## src/rtl/tx_defer_tracker.sv

```systemverilog
module tx_defer_tracker #(
  parameter int IPG_BITS    = 96,
  parameter int SLOT_BITS   = 512,
  parameter int RETRY_LIMIT = 16,
  parameter int EXDEF_BITS  = 24288,
  parameter int SQE_WIN     = 40,
  parameter int BO_CAP      = 10
) (
  input  logic                                  clk,
  input  logic                                  rst_n,
  input  logic                                  tx_req,
  input  logic                                  crs,
  input  logic                                  col,
  input  logic                                  tx_end,
  input  logic                                  fifo_underrun,
  input  logic                                  mode_10m,
  input  logic                                  two_part,
  input  logic                                  sqe_pulse,
  output logic                                  tx_grant,
  output logic [1:0]                            tx_corrupt,
  output logic                                  stat_done,
  output logic [8+$clog2(RETRY_LIMIT+1)-1:0]    tx_stat
);

  localparam int GW = $clog2(IPG_BITS);
  localparam int DW = $clog2(EXDEF_BITS + 1);
  localparam int XW = $clog2(SLOT_BITS + 1);
  localparam int QW = $clog2(SQE_WIN);
  localparam int CW = $clog2(RETRY_LIMIT + 1);
  localparam int BW = $clog2(SLOT_BITS) + BO_CAP + 1;

  localparam logic [GW-1:0] GAP_LAST = GW'(IPG_BITS - 1);
  localparam logic [GW-1:0] GAP_P1   = GW'(IPG_BITS * 2 / 3);
  localparam logic [DW-1:0] DLY_LIM  = DW'(EXDEF_BITS);
  localparam logic [XW-1:0] SLOT_L   = XW'(SLOT_BITS);
  localparam logic [QW-1:0] SQE_LAST = QW'(SQE_WIN - 1);
  localparam logic [CW-1:0] RTY_L    = CW'(RETRY_LIMIT);

  localparam logic [1:0] C_NONE = 2'b00;
  localparam logic [1:0] C_RUNT = 2'b01;
  localparam logic [1:0] C_BFCS = 2'b10;

  typedef enum logic [2:0] {S_IDLE, S_DEFER, S_XMIT, S_BACK, S_SQE, S_DONE} state_t;

  state_t            state;
  logic [GW-1:0]     gap_cnt;
  logic [DW-1:0]     dly_cnt;
  logic [XW-1:0]     xmit_cnt;
  logic [QW-1:0]     sqe_cnt;
  logic [BW-1:0]     bo_cnt;
  logic [BO_CAP-1:0] fr_cnt;
  logic [CW-1:0]     ncol;
  logic              launched, crs_q, m10_q;
  logic              f_def, f_exdef, f_lcar, f_lcol, f_cerr, f_rtry;

  logic [CW-1:0]     ncol_nx;
  logic [BO_CAP-1:0] bo_mask;
  logic [BW-1:0]     bo_load;
  logic              gap_hit, is_late, r_one, r_more;

  assign ncol_nx = ncol + CW'(1);
  assign bo_mask = (int'(ncol_nx) >= BO_CAP) ? '1 : ((BO_CAP'(1) << ncol_nx) - BO_CAP'(1));
  assign bo_load = BW'(fr_cnt & bo_mask) * BW'(SLOT_BITS);
  assign gap_hit = crs && !(two_part && gap_cnt >= GAP_P1);
  assign is_late = xmit_cnt >= SLOT_L;

  assign r_one  = (ncol == CW'(1)) && !f_rtry;
  assign r_more = (ncol >  CW'(1)) && !f_rtry;

  assign tx_grant  = (state == S_XMIT);
  assign stat_done = (state == S_DONE);
  assign tx_stat   = {ncol, f_rtry, r_more, r_one, f_cerr, f_lcol, f_lcar, f_exdef, f_def};

  always_ff @(posedge clk) begin
    if (!rst_n) begin
      state <= S_IDLE;
      gap_cnt <= '0; dly_cnt <= '0; xmit_cnt <= '0; sqe_cnt <= '0; bo_cnt <= '0;
      fr_cnt <= '0; ncol <= '0; launched <= 1'b0; crs_q <= 1'b0; m10_q <= 1'b0;
      f_def <= 1'b0; f_exdef <= 1'b0; f_lcar <= 1'b0; f_lcol <= 1'b0;
      f_cerr <= 1'b0; f_rtry <= 1'b0; tx_corrupt <= C_NONE;
    end else begin
      fr_cnt <= fr_cnt + BO_CAP'(1);
      crs_q  <= crs;
      case (state)
        S_IDLE: if (tx_req) begin
          state <= S_DEFER;
          gap_cnt <= '0; dly_cnt <= '0; ncol <= '0; launched <= 1'b0;
          m10_q <= mode_10m; tx_corrupt <= C_NONE;
          f_def <= crs; f_exdef <= 1'b0; f_lcar <= 1'b0;
          f_lcol <= 1'b0; f_cerr <= 1'b0; f_rtry <= 1'b0;
        end
        S_DEFER: begin
          if (!launched) begin
            if (dly_cnt == DLY_LIM) f_exdef <= 1'b1;
            else dly_cnt <= dly_cnt + DW'(1);
          end
          if (crs) f_def <= 1'b1;
          if (gap_hit) gap_cnt <= '0;
          else if (gap_cnt == GAP_LAST) begin
            state <= S_XMIT; xmit_cnt <= '0; launched <= 1'b1;
          end else gap_cnt <= gap_cnt + GW'(1);
        end
        S_XMIT: begin
          if (xmit_cnt != SLOT_L) xmit_cnt <= xmit_cnt + XW'(1);
          if (crs_q && !crs && !col) f_lcar <= 1'b1;
          if (col) begin
            tx_corrupt <= C_NONE;
            if (is_late) begin
              f_lcol <= 1'b1; state <= S_DONE;
            end else begin
              ncol <= ncol_nx;
              if (ncol_nx == RTY_L) begin
                f_rtry <= 1'b1; state <= S_DONE;
              end else begin
                state <= S_BACK; bo_cnt <= bo_load;
              end
            end
          end else if (tx_end || tx_corrupt == C_RUNT) begin
            tx_corrupt <= C_NONE; sqe_cnt <= '0;
            state <= m10_q ? S_SQE : S_DONE;
          end else if (fifo_underrun && tx_corrupt == C_NONE) begin
            tx_corrupt <= is_late ? C_BFCS : C_RUNT;
          end
        end
        S_BACK: begin
          if (bo_cnt == '0) begin
            state <= S_DEFER; gap_cnt <= '0;
          end else bo_cnt <= bo_cnt - BW'(1);
        end
        S_SQE: begin
          if (sqe_pulse) state <= S_DONE;
          else if (sqe_cnt == SQE_LAST) begin
            f_cerr <= 1'b1; state <= S_DONE;
          end else sqe_cnt <= sqe_cnt + QW'(1);
        end
        S_DONE: state <= S_IDLE;
        default: state <= S_IDLE;
      endcase
    end
  end

  assert_quiet_gap_R2: assert property (@(posedge clk) disable iff (!rst_n)
    $rose(tx_grant) && !$past(two_part) |-> !$past(crs));

  assert_late_ends_R6: assert property (@(posedge clk) disable iff (!rst_n)
    tx_grant && col && is_late |=> !tx_grant && stat_done && tx_stat[3]);

  assert_retry_class_R7: assert property (@(posedge clk) disable iff (!rst_n)
    stat_done |-> $onehot0(tx_stat[7:5]));

  assert_no_sqe_fast_R8: assert property (@(posedge clk) disable iff (!rst_n)
    stat_done && !m10_q |-> !tx_stat[4]);

  assert_underrun_cmd_R9: assert property (@(posedge clk) disable iff (!rst_n)
    tx_grant && fifo_underrun && !col && !tx_end && tx_corrupt == C_NONE |=> tx_corrupt != C_NONE);

  assert_corrupt_gated_R9: assert property (@(posedge clk) disable iff (!rst_n)
    tx_corrupt != C_NONE |-> tx_grant);

  assert_done_pulse_R10: assert property (@(posedge clk) disable iff (!rst_n)
    stat_done |=> !stat_done);

  assert_hold_idle_R10: assert property (@(posedge clk) disable iff (!rst_n)
    state == S_IDLE && !tx_req |=> $stable(tx_stat));

endmodule

```

## config.mk

```make
export PLATFORM = sky130hd
export DESIGN_NAME = tx_defer_tracker
export DESIGN_NICKNAME = d
export VERILOG_FILES = /design/src/rtl/tx_defer_tracker.sv
export SDC_FILE = /design/constraint.sdc
export NUM_CORES = 1
export LEC_CHECK = 0
export CAP_MARGIN = 20
export CORE_MARGIN = 2
export CORE_UTILIZATION = 50
export CTS_CLUSTER_SIZE = 30
export DETAILED_ROUTE_END_ITERATION = 6
export GPL_ROUTABILITY_DRIVEN = 0
export GPL_TIMING_DRIVEN = 0
export PLACE_DENSITY = 0.75
export SLEW_MARGIN = 0
export SYNTH_ARGS = -nofsm -noshare
export SYNTH_HDL_FRONTEND = slang
export SYNTH_SLANG_ARGS = --single-unit
```

## constraint.sdc

```tcl
create_clock -name clk -period 2.7 [get_ports clk]
set_input_delay 0.54 -clock clk [delete_from_list [all_inputs] [get_ports clk]]
set_output_delay 0.54 -clock clk [all_outputs]
set_load 0.005 [all_outputs]
```

# Yosys cells after proc, flatten, opt, wreduce, memory -nomap -nowiden
# Index checks and enable logic that the tools add are counted.
# totals
out_inout_bits,17
register_bits,87
inputBits,10
word_cells,175
# op_classes
add_sub_neg,8
shift,1
reduce_logical,38
n_eq_ne,37
muxes,68
order_cmp,4
bitwise,1
# ops
operator,n
2-to-1 mux 20 bit,4
2-to-1 mux 15 bit,3
2-to-1 mux 10 bit,4
case mux 20 bit (2 select lines),1
"!= test 2 bit, second input constant",16
AND reduction 4 bit,8
2-to-1 mux 3 bit,10
case mux 15 bit (2 select lines),1
2-to-1 mux 7 bit,4
2-to-1 mux 6 bit,4
case mux 7 bit (3 select lines),1
"adder 10 x 1 -> 10 bit, second input constant",2
zero test 20 bit,1
case mux 10 bit (2 select lines),1
"subtractor 20 x 1 -> 20 bit, second input constant",1
2-to-1 mux 1 bit,16
"adder 15 x 1 -> 15 bit, second input constant",1
"== test 15 bit, second input constant",1
2-to-1 mux 5 bit,3
case mux 3 bit (5 select lines),1
AND reduction 5 bit,3
case mux 1 bit (2 select lines),7
case mux 6 bit (2 select lines),1
nonzero test 2 bit,6
other kinds (35),57

# Logic depth before layout (Yosys ltp)
# Gate-level depths: netlist of run 1.
# logic_depth
word_depth,9
depth_mapped,13
depth_no_buf,11

# Least setup slack after synthesis of run 1
# No wires, ideal clock.
# synth_path
path_type,reg2reg
from,register bo_cnt[0]
to,register gap_cnt[1]
path_buffers,1
setup_ns,0.115
t_arrival_ns,2.418
slack_ns,0.167
stages_incl_launch_ff,10
t_required_ns,2.585
period_less_slack_ns,2.533
path_cell_list,dfxtp_1 -> inv_1 -> ha_1 -> or4b_2 -> nor4_4 -> a21oi_2 -> or3b_1 -> clkbuf_2 -> and2_0 -> o21a_1
# synth_between
elab_chain_cells,3
# synth_rtl
item,line,source
"start, declared",50,logic [BW-1:0] bo_cnt;
"start signal, assigned",128,end else bo_cnt <= bo_cnt - BW'(1);
zero test 20 bit,126,if (bo_cnt == '0) begin
!= test 2 bit (no source line),-,
AND reduction 4 bit (no source line),-,
"end signal, assigned",101,end else gap_cnt <= gap_cnt + GW'(1);
"end, declared",46,logic [GW-1:0] gap_cnt;
# No other way between the ends.
# A chain may end at the register's enable or synchronous reset.

# Worst setup path in the final report of run 1
# layout_path
from,register state[2]
to,output tx_grant
# layout_between
elab_chain_cells,1
# layout_rtl
item,line,source
"start, declared",45,state_t state;
"start signal, assigned",120,state <= m10_q ? S_SQE : S_DONE;
== test 3 x 2 -> 1 bit,70,assign tx_grant = (state == S_XMIT);
"end, declared",19,"output logic tx_grant,"
# No other way between the ends.

==> results.json, run 1 <==
{
  "outcome": "completed",
  "start_kind": "flip-flop",
  "syn_nets": 650,
  "p_clk_share_pct": 21.6,
  "regArea_um2": 1750,
  "nets": 686,
  "synth_seq_area_share_pct": 35.1,
  "dpl_cell_area_um2": 5380,
  "multi_input_area_um2": 3060,
  "via_count": 4738,
  "hpwl_mm": 8.95,
  "fin_skew_ns": 0.0107,
  "drc": 0,
  "via_per_inst": 5.92,
  "io_pins": 27,
  "cpPeakStageDelay_ns": 0.59,
  "fp.dieW_um": 104,
  "clk_latency_ns": 0.37,
  "start_util_pct": 51.1,
  "cp.required_ns": 2.16,
  "detail-route-antenna-nets": 0,
  "cp_slowest_cell": "or3b_2",
  "timing.final.crit_share_pct": 96.0,
  "critPathArrivalTime_ns": 2.05,
  "cts_max_level": 3,
  "p_leak_nw": 2.14,
  "worst_pin_slew_ns": 0.878,
  "io_buffers": 25,
  "report.final.hold_viol_count": 0,
  "grt.overflow.total": 0,
  "pwr-share-comb_pct": 41.3,
  "synth-compound-area-share_pct": 17.8,
  "syn_avg_cell_area_um2": 7.93,
  "clock_sinks": 87,
  "setup_viol": 0,
  "grt_pass1_wl_mm": 20.8,
  "crit_path_cell_trace": "or3b_2 -> inv_2 -> clkdlybuf4s50_1",
  "max-cap-violations": 0,
  "fmax_ghz": 0.386,
  "antenna_found_initial": 0,
  "synth_fa_ha_area_share_pct": 3.53,
  "power.switching_mw": 1.63,
  "fp-row-count": 36,
  "synth_edf_count": 0,
  "final_cell_area_um2": 5710,
  "final_common_cell": "nor2_1",
  "maxSlewHeadroom_pct": 40.7,
  "synth_area_um2": 4970,
  "dp_slack_ns": -0.238,
  "hold_class": "reg -> reg",
  "path_delay_family": "buffers and inverters",
  "power.density_nw_per_um2": 702,
  "synth_cells": 626,
  "grt_max_degree": 17,
  "crit_path_end_kind": "output port",
  "swShare_pct": 40.7,
  "dieArea_um2": 10700,
  "p_int_mw": 2.38,
  "path_buf_inv": 2,
  "finalCriticalPeriod_ns": 2.59,
  "drtPass1Iterations": 5,
  "area_growth_pct": 15.0,
  "synth.ff_latch_count": 87,
  "tns_ns": 0,
  "maxSlewViolCount": 0,
  "drive_above_1_share_pct": 11.1,
  "drt_wl_total_mm": 12.6,
  "synth_cell_types": 69,
  "ys_async_sr_fraction_pct": 0,
  "ys.warnings.count": 0,
  "seq_power_share_pct": 37.1,
  "clk_path_buf_depth": 2,
  "core_area_um2": 9730,
  "wire_per_inst_um": 15.8,
  "synth.area.mux_share_pct": 0.882,
  "cts_hold_buf": 0,
  "fp.dieH_um": 104,
  "setup_ws_ns": 0.107,
  "synth-main-ff-cell": "dfxtp_1",
  "final_cell_mix": "90 x nor2_1, 84 x dfxtp_1, 47 x nand2_1, 36 x xor2_1, 29 x a21oi_1",
  "grt_usage_pct": 23.5,
  "fillers": 922,
  "cts_tree": "built",
  "tritoncts.num_buffers": 9,
  "drt_iter0_drc": 394,
  "clk_pin_slew_ns": 0.09,
  "r2r_setup_slack_ns": 0.16,
  "crit_type": "reg -> out",
  "peakVddDrop_v": 0.000291,
  "critical_path.max_fanout": 8,
  "grt_setup_unrepaired": "no",
  "diodes": 0,
  "cts_root_buf": "clkbuf_8",
  "grt_pass1_vias": 4354,
  "yosys.area_share.simple_pct": 29.4,
  "synth_top_family_by_area": "simple AND/OR/NAND/NOR gates",
  "synthXorXnorAreaFrac_pct": 8.29
}
==> cells in the mapped netlist, types with 4 or more instances <==
master / number / area share [%]
nor2_1: 90 / 6.8
dfxtp_1: 87 / 35
nand2_1: 47 / 3.6
xor2_1: 36 / 6.3
a21oi_1: 30 / 3.0
nand3_1: 27 / 2.7
clkbuf_1: 25 / 1.9
o21ai_0: 24 / 2.4
nor3_1: 20 / 2.0
inv_1: 17 / 1.3
nand4_1: 16 / 2.0
ha_1: 14 / 3.5
and3_1: 12 / 1.5
o211ai_1: 11 / 1.7
xnor2_1: 11 / 1.9
a31oi_1: 10 / 1.3
and2_1: 9 / 1.1
nor2b_1: 9 / 1.1
buf_4: 8 / 1.2
o22ai_1: 8 / 1.0
or3_1: 8 / 1.0
nor4_1: 6 / 0.76
o21a_1: 6 / 0.91
a211oi_1: 5 / 0.76
nand2b_1: 5 / 0.63
o41ai_1: 5 / 0.88
a311oi_1: 4 / 0.71
and4_1: 4 / 0.71
buf_2: 4 / 0.40
or4_1: 4 / 0.60
==> flip-flops by register name, indices dropped and copies added (netlist names), 2 cells and up <==
name	flops
sqe_cnt	6
bo_cnt	20
ncol	5
tx_corrupt	2
fr_cnt	10
state	3
gap_cnt	7
dly_cnt	15
xmit_cnt	10
==> through the flow <==
stage / hold WS (ns) / total power, mW / std cells / util, %
6_report: 0.482 / 4.01 / 800 / 58.7
5_1_grt: 0.511 / 4.26 / 800 / 58.7
4_1_cts: 0.486 / 3.96 / 803 / 58.3
3_5_place_dp: 0.463 / 2.99 / 784 / 55.3
3_3_place_gp: 0.439 / 2.95 / 784 / 55.3
2_1_floorplan: 0.426 / 2.61 / 626 / -
==> layout make-up <==
type / count / area share [%]
buffer: 36 / 3.55
timing repair buffer: 30 / 5.08
multi-input combinational: 481 / 53.6
inverter: 17 / 1.12
clock buffer: 9 / 2.17
sequential: 87 / 30.6
clock inverter: 7 / 0.964
tap: 133 / 2.91
==> cells by family (layout without fill, tap and decap cells) <==
family / Yosys count / in the layout
fa+ha+maj: 14 / 14
mux: 4 / 4
xor+xnor: 47 / 47
buf+inv: 58 / 99
flops: 87 / 87
simple gates: 283 / 283
compound gates: 133 / 133
==> what timing repair did <==
action,CTS,global route
setup endpoints to repair,27,19
buffers inserted,5,0
pin swaps,3,1
hold endpoints to repair,0,0
resized for setup,22,20
cloned,0,0
==> metal layers <==
metal | vias to the layer above | part of all wire, % | global-route usage (%)
met5 | - | 0 | 0
met4 | 0 | 2.0 | 9.07
met3 | 26 | 6.0 | 3.59
met2 | 172 | 46 | 37.2
met1 | 2230 | 46 | 32.3
li1 | 2310 | - | -
==> final timing paths <==
| check | start | end | cells past startpoint |
|---|---|---|---|
| max | state[2] | tx_grant | 3 |
| min reg2reg | fr_cnt[0] | fr_cnt[0] | 1 |
| max reg2reg | bo_cnt[4] | gap_cnt[1] | 8 |
| min | fr_cnt[0] | fr_cnt[0] | 1 |
==> power groups by stage <==
stage	logic (mW)	clock network (mW)	registers [mW]
4_1_cts	1.60	0.879	1.48
5_1_grt	1.82	0.930	1.50
6_report	1.66	0.864	1.49
2_1_floorplan	1.13	0	1.48
3_5_place_dp	1.49	0	1.50
3_3_place_gp	1.46	0	1.49
No activity file was read; power rests on OpenSTA's default activity.
==> run 2, diff against run 1 <==
--- a/config.mk
+++ b/config.mk
@@ -7,12 +7,12 @@
 export LEC_CHECK = 0
 export CAP_MARGIN = 20
 export CORE_MARGIN = 2
-export CORE_UTILIZATION = 50
+export CORE_UTILIZATION = 45
 export CTS_CLUSTER_SIZE = 30
 export DETAILED_ROUTE_END_ITERATION = 6
 export GPL_ROUTABILITY_DRIVEN = 0
 export GPL_TIMING_DRIVEN = 0
-export PLACE_DENSITY = 0.75
+export PLACE_DENSITY = 0.69
 export SLEW_MARGIN = 0
 export SYNTH_ARGS = -nofsm -noshare
 export SYNTH_HDL_FRONTEND = slang
==> results.json, run 2 (same netlist as run 1, synthesis figures left out) <==
{
  "outcome": "completed",
  "antenna_found_initial": 0,
  "fp-row-count": 38,
  "via_per_inst": 5.84,
  "start_util_pct": 46.0,
  "max-cap-violations": 0,
  "p_leak_nw": 2.14,
  "io_pins": 27,
  "grt_usage_pct": 23.0,
  "hold_class": "reg -> reg",
  "power.density_nw_per_um2": 733,
  "clk_latency_ns": 0.38,
  "detail-route-antenna-nets": 0,
  "maxSlewViolCount": 0,
  "nets": 685,
  "diodes": 0,
  "via_count": 4708,
  "wire_per_inst_um": 16.0,
  "io_buffers": 25,
  "tritoncts.num_buffers": 9,
  "setup_viol": 0,
  "start_kind": "flip-flop",
  "worstReg2RegEnd": "gap_cnt[1]",
  "peakVddDrop_v": 0.000343,
  "final_cell_mix": "90 x nor2_1, 83 x dfxtp_1, 47 x nand2_1, 36 x xor2_1, 28 x a21oi_1",
  "reg.largest.list": "bo_cnt (20), dly_cnt (15)",
  "worst_pin_slew_ns": 0.780,
  "clock_sinks": 87,
  "cts_tree": "built",
  "area_growth_pct": 16.0,
  "final_common_cell": "nor2_1",
  "fp.dieH_um": 109,
  "timing.final.crit_share_pct": 96.8,
  "grt_pass1_wl_mm": 21.6,
  "grt_max_degree": 17,
  "r2r_cells": 10,
  "startpoint": "bo_cnt[1]",
  "cts_max_level": 3,
  "crit_path_end_kind": "flip-flop",
  "drive_above_1_share_pct": 11.6,
  "report.final.hold_viol_count": 0,
  "grt_setup_unrepaired": "no",
  "r2r_setup_slack_ns": 0.09,
  "crit_type": "reg -> reg",
  "drc": 0,
  "hold_path_depth": 1,
  "critical_path.max_fanout": 8,
  "grt.overflow.total": 0,
  "maxSlewHeadroom_pct": 47.7,
  "fp.dieW_um": 109,
  "r2r_start": "bo_cnt[1]",
  "drtPass1Iterations": 5,
  "clk_path_buf_depth": 2,
  "clk_pin_slew_ns": 0.10,
  "tns_ns": 0,
  "critPathArrivalTime_ns": 2.90,
  "dieArea_um2": 11900,
  "endpoint": "gap_cnt[1]",
  "cp.required_ns": 2.98,
  "final_cell_area_um2": 5760,
  "largest-register": "bo_cnt",
  "dp_slack_ns": -0.271,
  "largest_reg_flops": 20,
  "core_area_um2": 10800,
  "dpl_cell_area_um2": 5390,
  "fmax_ghz": 0.382,
  "fin_skew_ns": 0.0153,
  "setup_ws_ns": 0.0854,
  "finalCriticalPeriod_ns": 2.61,
  "drt_iter0_drc": 309,
  "drt_wl_total_mm": 12.9,
  "grt_pass1_vias": 4448,
  "cts_root_buf": "clkbuf_8",
  "hpwl_mm": 9.15
}
-- run 2: cell count changes in the layout (fill, tap and decap cells not counted), sizes merged --
cell / before / now
buf: 18 / 20
bufinv: 0 / 2
clkbuf: 32 / 30
clkinv: 3 / 2
clkinvlp: 1 / 0
dlymetal6s2s: 1 / 0
-- run 2: power breakdown --
| part | internal [mW] | leakage [nW] | switching, mW |
|---|---|---|---|
| clock network | 0.534 | 0.116 | 0.516 |
| registers | 1.38 | 0.706 | 0.110 |
| logic | 0.666 | 1.31 | 1.02 |
| total | 2.58 | 2.14 | 1.64 |
-- run 2: final cells by class --
class,instances,area [um^2]
Buffer,36,203
Clock buffer,9,124
Clock inverter,7,103
Fill cell,1039,5030
Inverter,17,63.8
Multi-Input combinational cell,481,3070
Sequential cell,87,1750
Tap cell,140,175
Timing Repair Buffer,29,278
-- run 2: how the worst min path moves through the flow --
| stage | from | to | slack (ns) |
|---|---|---|---|
| CTS | fr_cnt[0] | fr_cnt[0] | 0.48 |
| detailed placement | fr_cnt[0] | fr_cnt[0] | 0.46 |
| global placement | fr_cnt[0] | fr_cnt[0] | 0.45 |
| global route | bo_cnt[1] | bo_cnt[1] | 0.50 |
| finish | fr_cnt[0] | fr_cnt[0] | 0.46 |
| floorplan | fr_cnt[0] | fr_cnt[0] | 0.43 |
-- run 2: metal layers --
metal | GRT usage [%] | part of all wire [%] | routed length (um) | vias up
met2 | 35.9 | 46 | 5890 | 122
met3 | 4.12 | 4.7 | 604 | 23
li1 | - | - | - | 2309
met5 | 0 | 0 | 0 | -
met4 | 8.97 | 2.0 | 255 | 0
met1 | 31.5 | 48 | 6120 | 2254
-- run 2: worst max-delay path: stages (launching register included) --
cell     delay, ns
dfxtp_2       0.34
inv_1         0.05
ha_2          0.18
or4b_4        0.50
nor4_4        0.25
buf_4         0.19
a21oi_4       0.09
or3b_1        0.38
buf_4         0.18
and2_0        0.17
o21a_1        0.18
-- run 2: per-stage QoR --
stage               cells  power (mW)  utilization [%]  hold WS, ns
floorplan             626        2.61                -        0.426
global placement      791        2.98             50.0        0.448
detailed placement    791        3.01             50.0        0.456
CTS                   807        4.17             52.9        0.475
global route          806        4.49             53.4        0.496
finish                806        4.22             53.4        0.465
-- run 2: repair_timing --
| action | in CTS | in global routing |
|---|---|---|
| buffers inserted | 2 | 2 |
| hold buffers | 0 | 0 |
| pin swaps | 2 | 0 |
| setup endpoints to repair | 24 | 33 |
| gates cloned | 0 | 0 |
| gates resized for setup | 25 | 23 |
==> run 3, diff against run 2 <==
--- a/config.mk
+++ b/config.mk
@@ -6,13 +6,13 @@
 export NUM_CORES = 1
 export LEC_CHECK = 0
 export CAP_MARGIN = 20
-export CORE_MARGIN = 2
+export CORE_MARGIN = 3
 export CORE_UTILIZATION = 45
 export CTS_CLUSTER_SIZE = 30
 export DETAILED_ROUTE_END_ITERATION = 6
 export GPL_ROUTABILITY_DRIVEN = 0
 export GPL_TIMING_DRIVEN = 0
-export PLACE_DENSITY = 0.69
+export PLACE_DENSITY = 0.67
 export SLEW_MARGIN = 0
 export SYNTH_ARGS = -nofsm -noshare
 export SYNTH_HDL_FRONTEND = slang
==> constraint.sdc (replaced) <==
create_clock -name clk -period 3.2 [get_ports clk]
set_input_delay 0.64 -clock clk [delete_from_list [all_inputs] [get_ports clk]]
set_output_delay 0.64 -clock clk [all_outputs]
set_load 0.005 [all_outputs]
==> results.json, run 3 (same netlist as run 1, synthesis figures left out) <==
{
  "outcome": "completed",
  "clk_path_buf_depth": 2,
  "start_kind": "flip-flop",
  "io_buffers": 25,
  "antenna_found_initial": 0,
  "fin_skew_ns": 0.0131,
  "wire_per_inst_um": 15.6,
  "grt_usage_pct": 20.6,
  "hold_class": "reg -> reg",
  "drive_above_1_share_pct": 7.21,
  "grt_setup_unrepaired": "no",
  "max-cap-violations": 0,
  "p_clk_share_pct": 27.4,
  "peakVddDrop_v": 0.000259,
  "fp-row-count": 37,
  "crit_path_end_kind": "output port",
  "report.final.hold_viol_count": 0,
  "setup_ws_ns": 0.142,
  "setup_viol": 0,
  "pwr-share-comb_pct": 36.8,
  "power.switching_mw": 1.31,
  "drt_iter0_drc": 300,
  "largest-register": "bo_cnt",
  "cts_root_buf": "clkbuf_8",
  "core_area_um2": 10500,
  "fp.dieW_um": 111,
  "final_cell_mix": "90 x nor2_1, 87 x dfxtp_1, 47 x nand2_1, 36 x xor2_1, 30 x a21oi_1",
  "fp.dieH_um": 111,
  "nets": 685,
  "clock_sinks": 87,
  "r2r_start": "state[1]",
  "critical_path.max_fanout": 8,
  "drt_wl_total_mm": 12.5,
  "drc": 0,
  "grt_pass1_vias": 4383,
  "start_util_pct": 47.3,
  "path_delay_family": "buffers and inverters",
  "detail-route-antenna-nets": 0,
  "dp_slack_ns": 0.226,
  "cpPeakStageDelay_ns": 0.55,
  "io_pins": 27,
  "p_int_mw": 2.17,
  "grt_max_degree": 17,
  "cp_common_cell": "clkbuf_1",
  "power.density_nw_per_um2": 617,
  "maxSlewViolCount": 0,
  "cts_tree": "built",
  "via_count": 4692,
  "seq_power_share_pct": 35.8,
  "path_buf_inv": 4,
  "fmax_ghz": 0.327,
  "cp_slowest_cell": "clkdlybuf4s50_1",
  "crit_path_cell_trace": "clkbuf_1 -> or3b_2 -> clkbuf_1 -> inv_1 -> clkdlybuf4s50_1",
  "cts_max_level": 3,
  "final_cell_area_um2": 5640,
  "maxSlewHeadroom_pct": 37.0,
  "hold_start": "launched",
  "dpl_cell_area_um2": 5390,
  "largest_reg_flops": 20,
  "drtPass1Iterations": 5,
  "grt.overflow.total": 0,
  "swShare_pct": 37.7,
  "hpwl_mm": 9.15,
  "grt_pass1_wl_mm": 21.2,
  "diodes": 0,
  "crit_type": "reg -> out",
  "area_growth_pct": 13.5,
  "cts_hold_buf": 0,
  "critPathArrivalTime_ns": 2.42,
  "worst_pin_slew_ns": 0.942,
  "dieArea_um2": 12300,
  "tns_ns": 0,
  "reg.largest.list": "bo_cnt (20), dly_cnt (15)",
  "startpoint": "state[1]",
  "final_util_pct": 53.7,
  "timing.final.crit_share_pct": 95.6,
  "cp.required_ns": 2.56,
  "via_per_inst": 5.85,
  "clk_pin_slew_ns": 0.09,
  "clk_latency_ns": 0.37,
  "tritoncts.num_buffers": 9,
  "p_leak_nw": 2.09,
  "finalCriticalPeriod_ns": 3.06,
  "whs_ns": 0.482,
  "final_common_cell": "nor2_1"
}
-- run 3: changes by cell type in the layout (fill, tap and decap cells not counted), sizes merged --
cell,change
bufinv,+1
clkbuf,+4
clkinv,-1
buf,-5
clkdlybuf4s50,+1
-- run 3: path summary, 6_finish.rpt --
| kind | to | slack, ns | depth (start not counted) |
|---|---|---|---|
| worst max-delay path | tx_grant | 0.14 | 5 |
| worst min-delay path | launched | 0.48 | 2 |
| worst max register to register | bo_cnt[15] | 0.25 | 8 |
| worst min register to register | launched | 0.48 | 2 |
-- run 3: layer usage --
layer | vias to the layer above | wire [um] | GRT usage, %
met4 | 0 | 228 | 6.49
met1 | 2218 | 5960 | 27.5
met3 | 27 | 625 | 4.37
met5 | - | 0 | 0
li1 | 2304 | - | -
met2 | 143 | 5730 | 33.4
-- run 3: repair_timing --
| action | 4_1_cts | 5_1_grt |
|---|---|---|
| setup buffers | 0 | 0 |
| pin swaps | 0 | 0 |
| resized for setup | 2 | 4 |
| setup endpoints to repair | 1 | 4 |
-- run 3: metrics by stage --
step           total power, mW  std cells
5_1_grt                   3.72        802
3_3_place_gp              2.51        787
4_1_cts                   3.48        803
6_report                  3.48        802
3_5_place_dp              2.53        787
2_1_floorplan             2.20        626
-- run 3: area by class of cell --
class	instances	area, um^2
timing repair buffer	25	250
fill	1002	4870
buffer	40	191
sequential	87	1740
tap	136	170
clock buffer	9	124
clock inverter	7	124
inverter	17	63.8
multi-input combinational	481	2970
-- run 3: worst register-to-register path, cell delays in order (launching register included) --
cell,delay [ns]
dfxtp_1,0.33
clkbuf_1,0.26
nor4b_2,0.82
nor3_1,0.08
a21oi_1,0.49
o21a_1,0.19
buf_2,0.23
a21oi_1,0.09
or3_1,0.34
-- run 3: power by group through the flow --
stage	clock network, mW	logic (mW)	registers [mW]
final	0.954	1.28	1.24
after global routing	1.03	1.43	1.26
after CTS	0.977	1.27	1.24
after detailed placement	0	1.26	1.27
after global placement	0	1.25	1.26
after floorplan	0	0.956	1.25
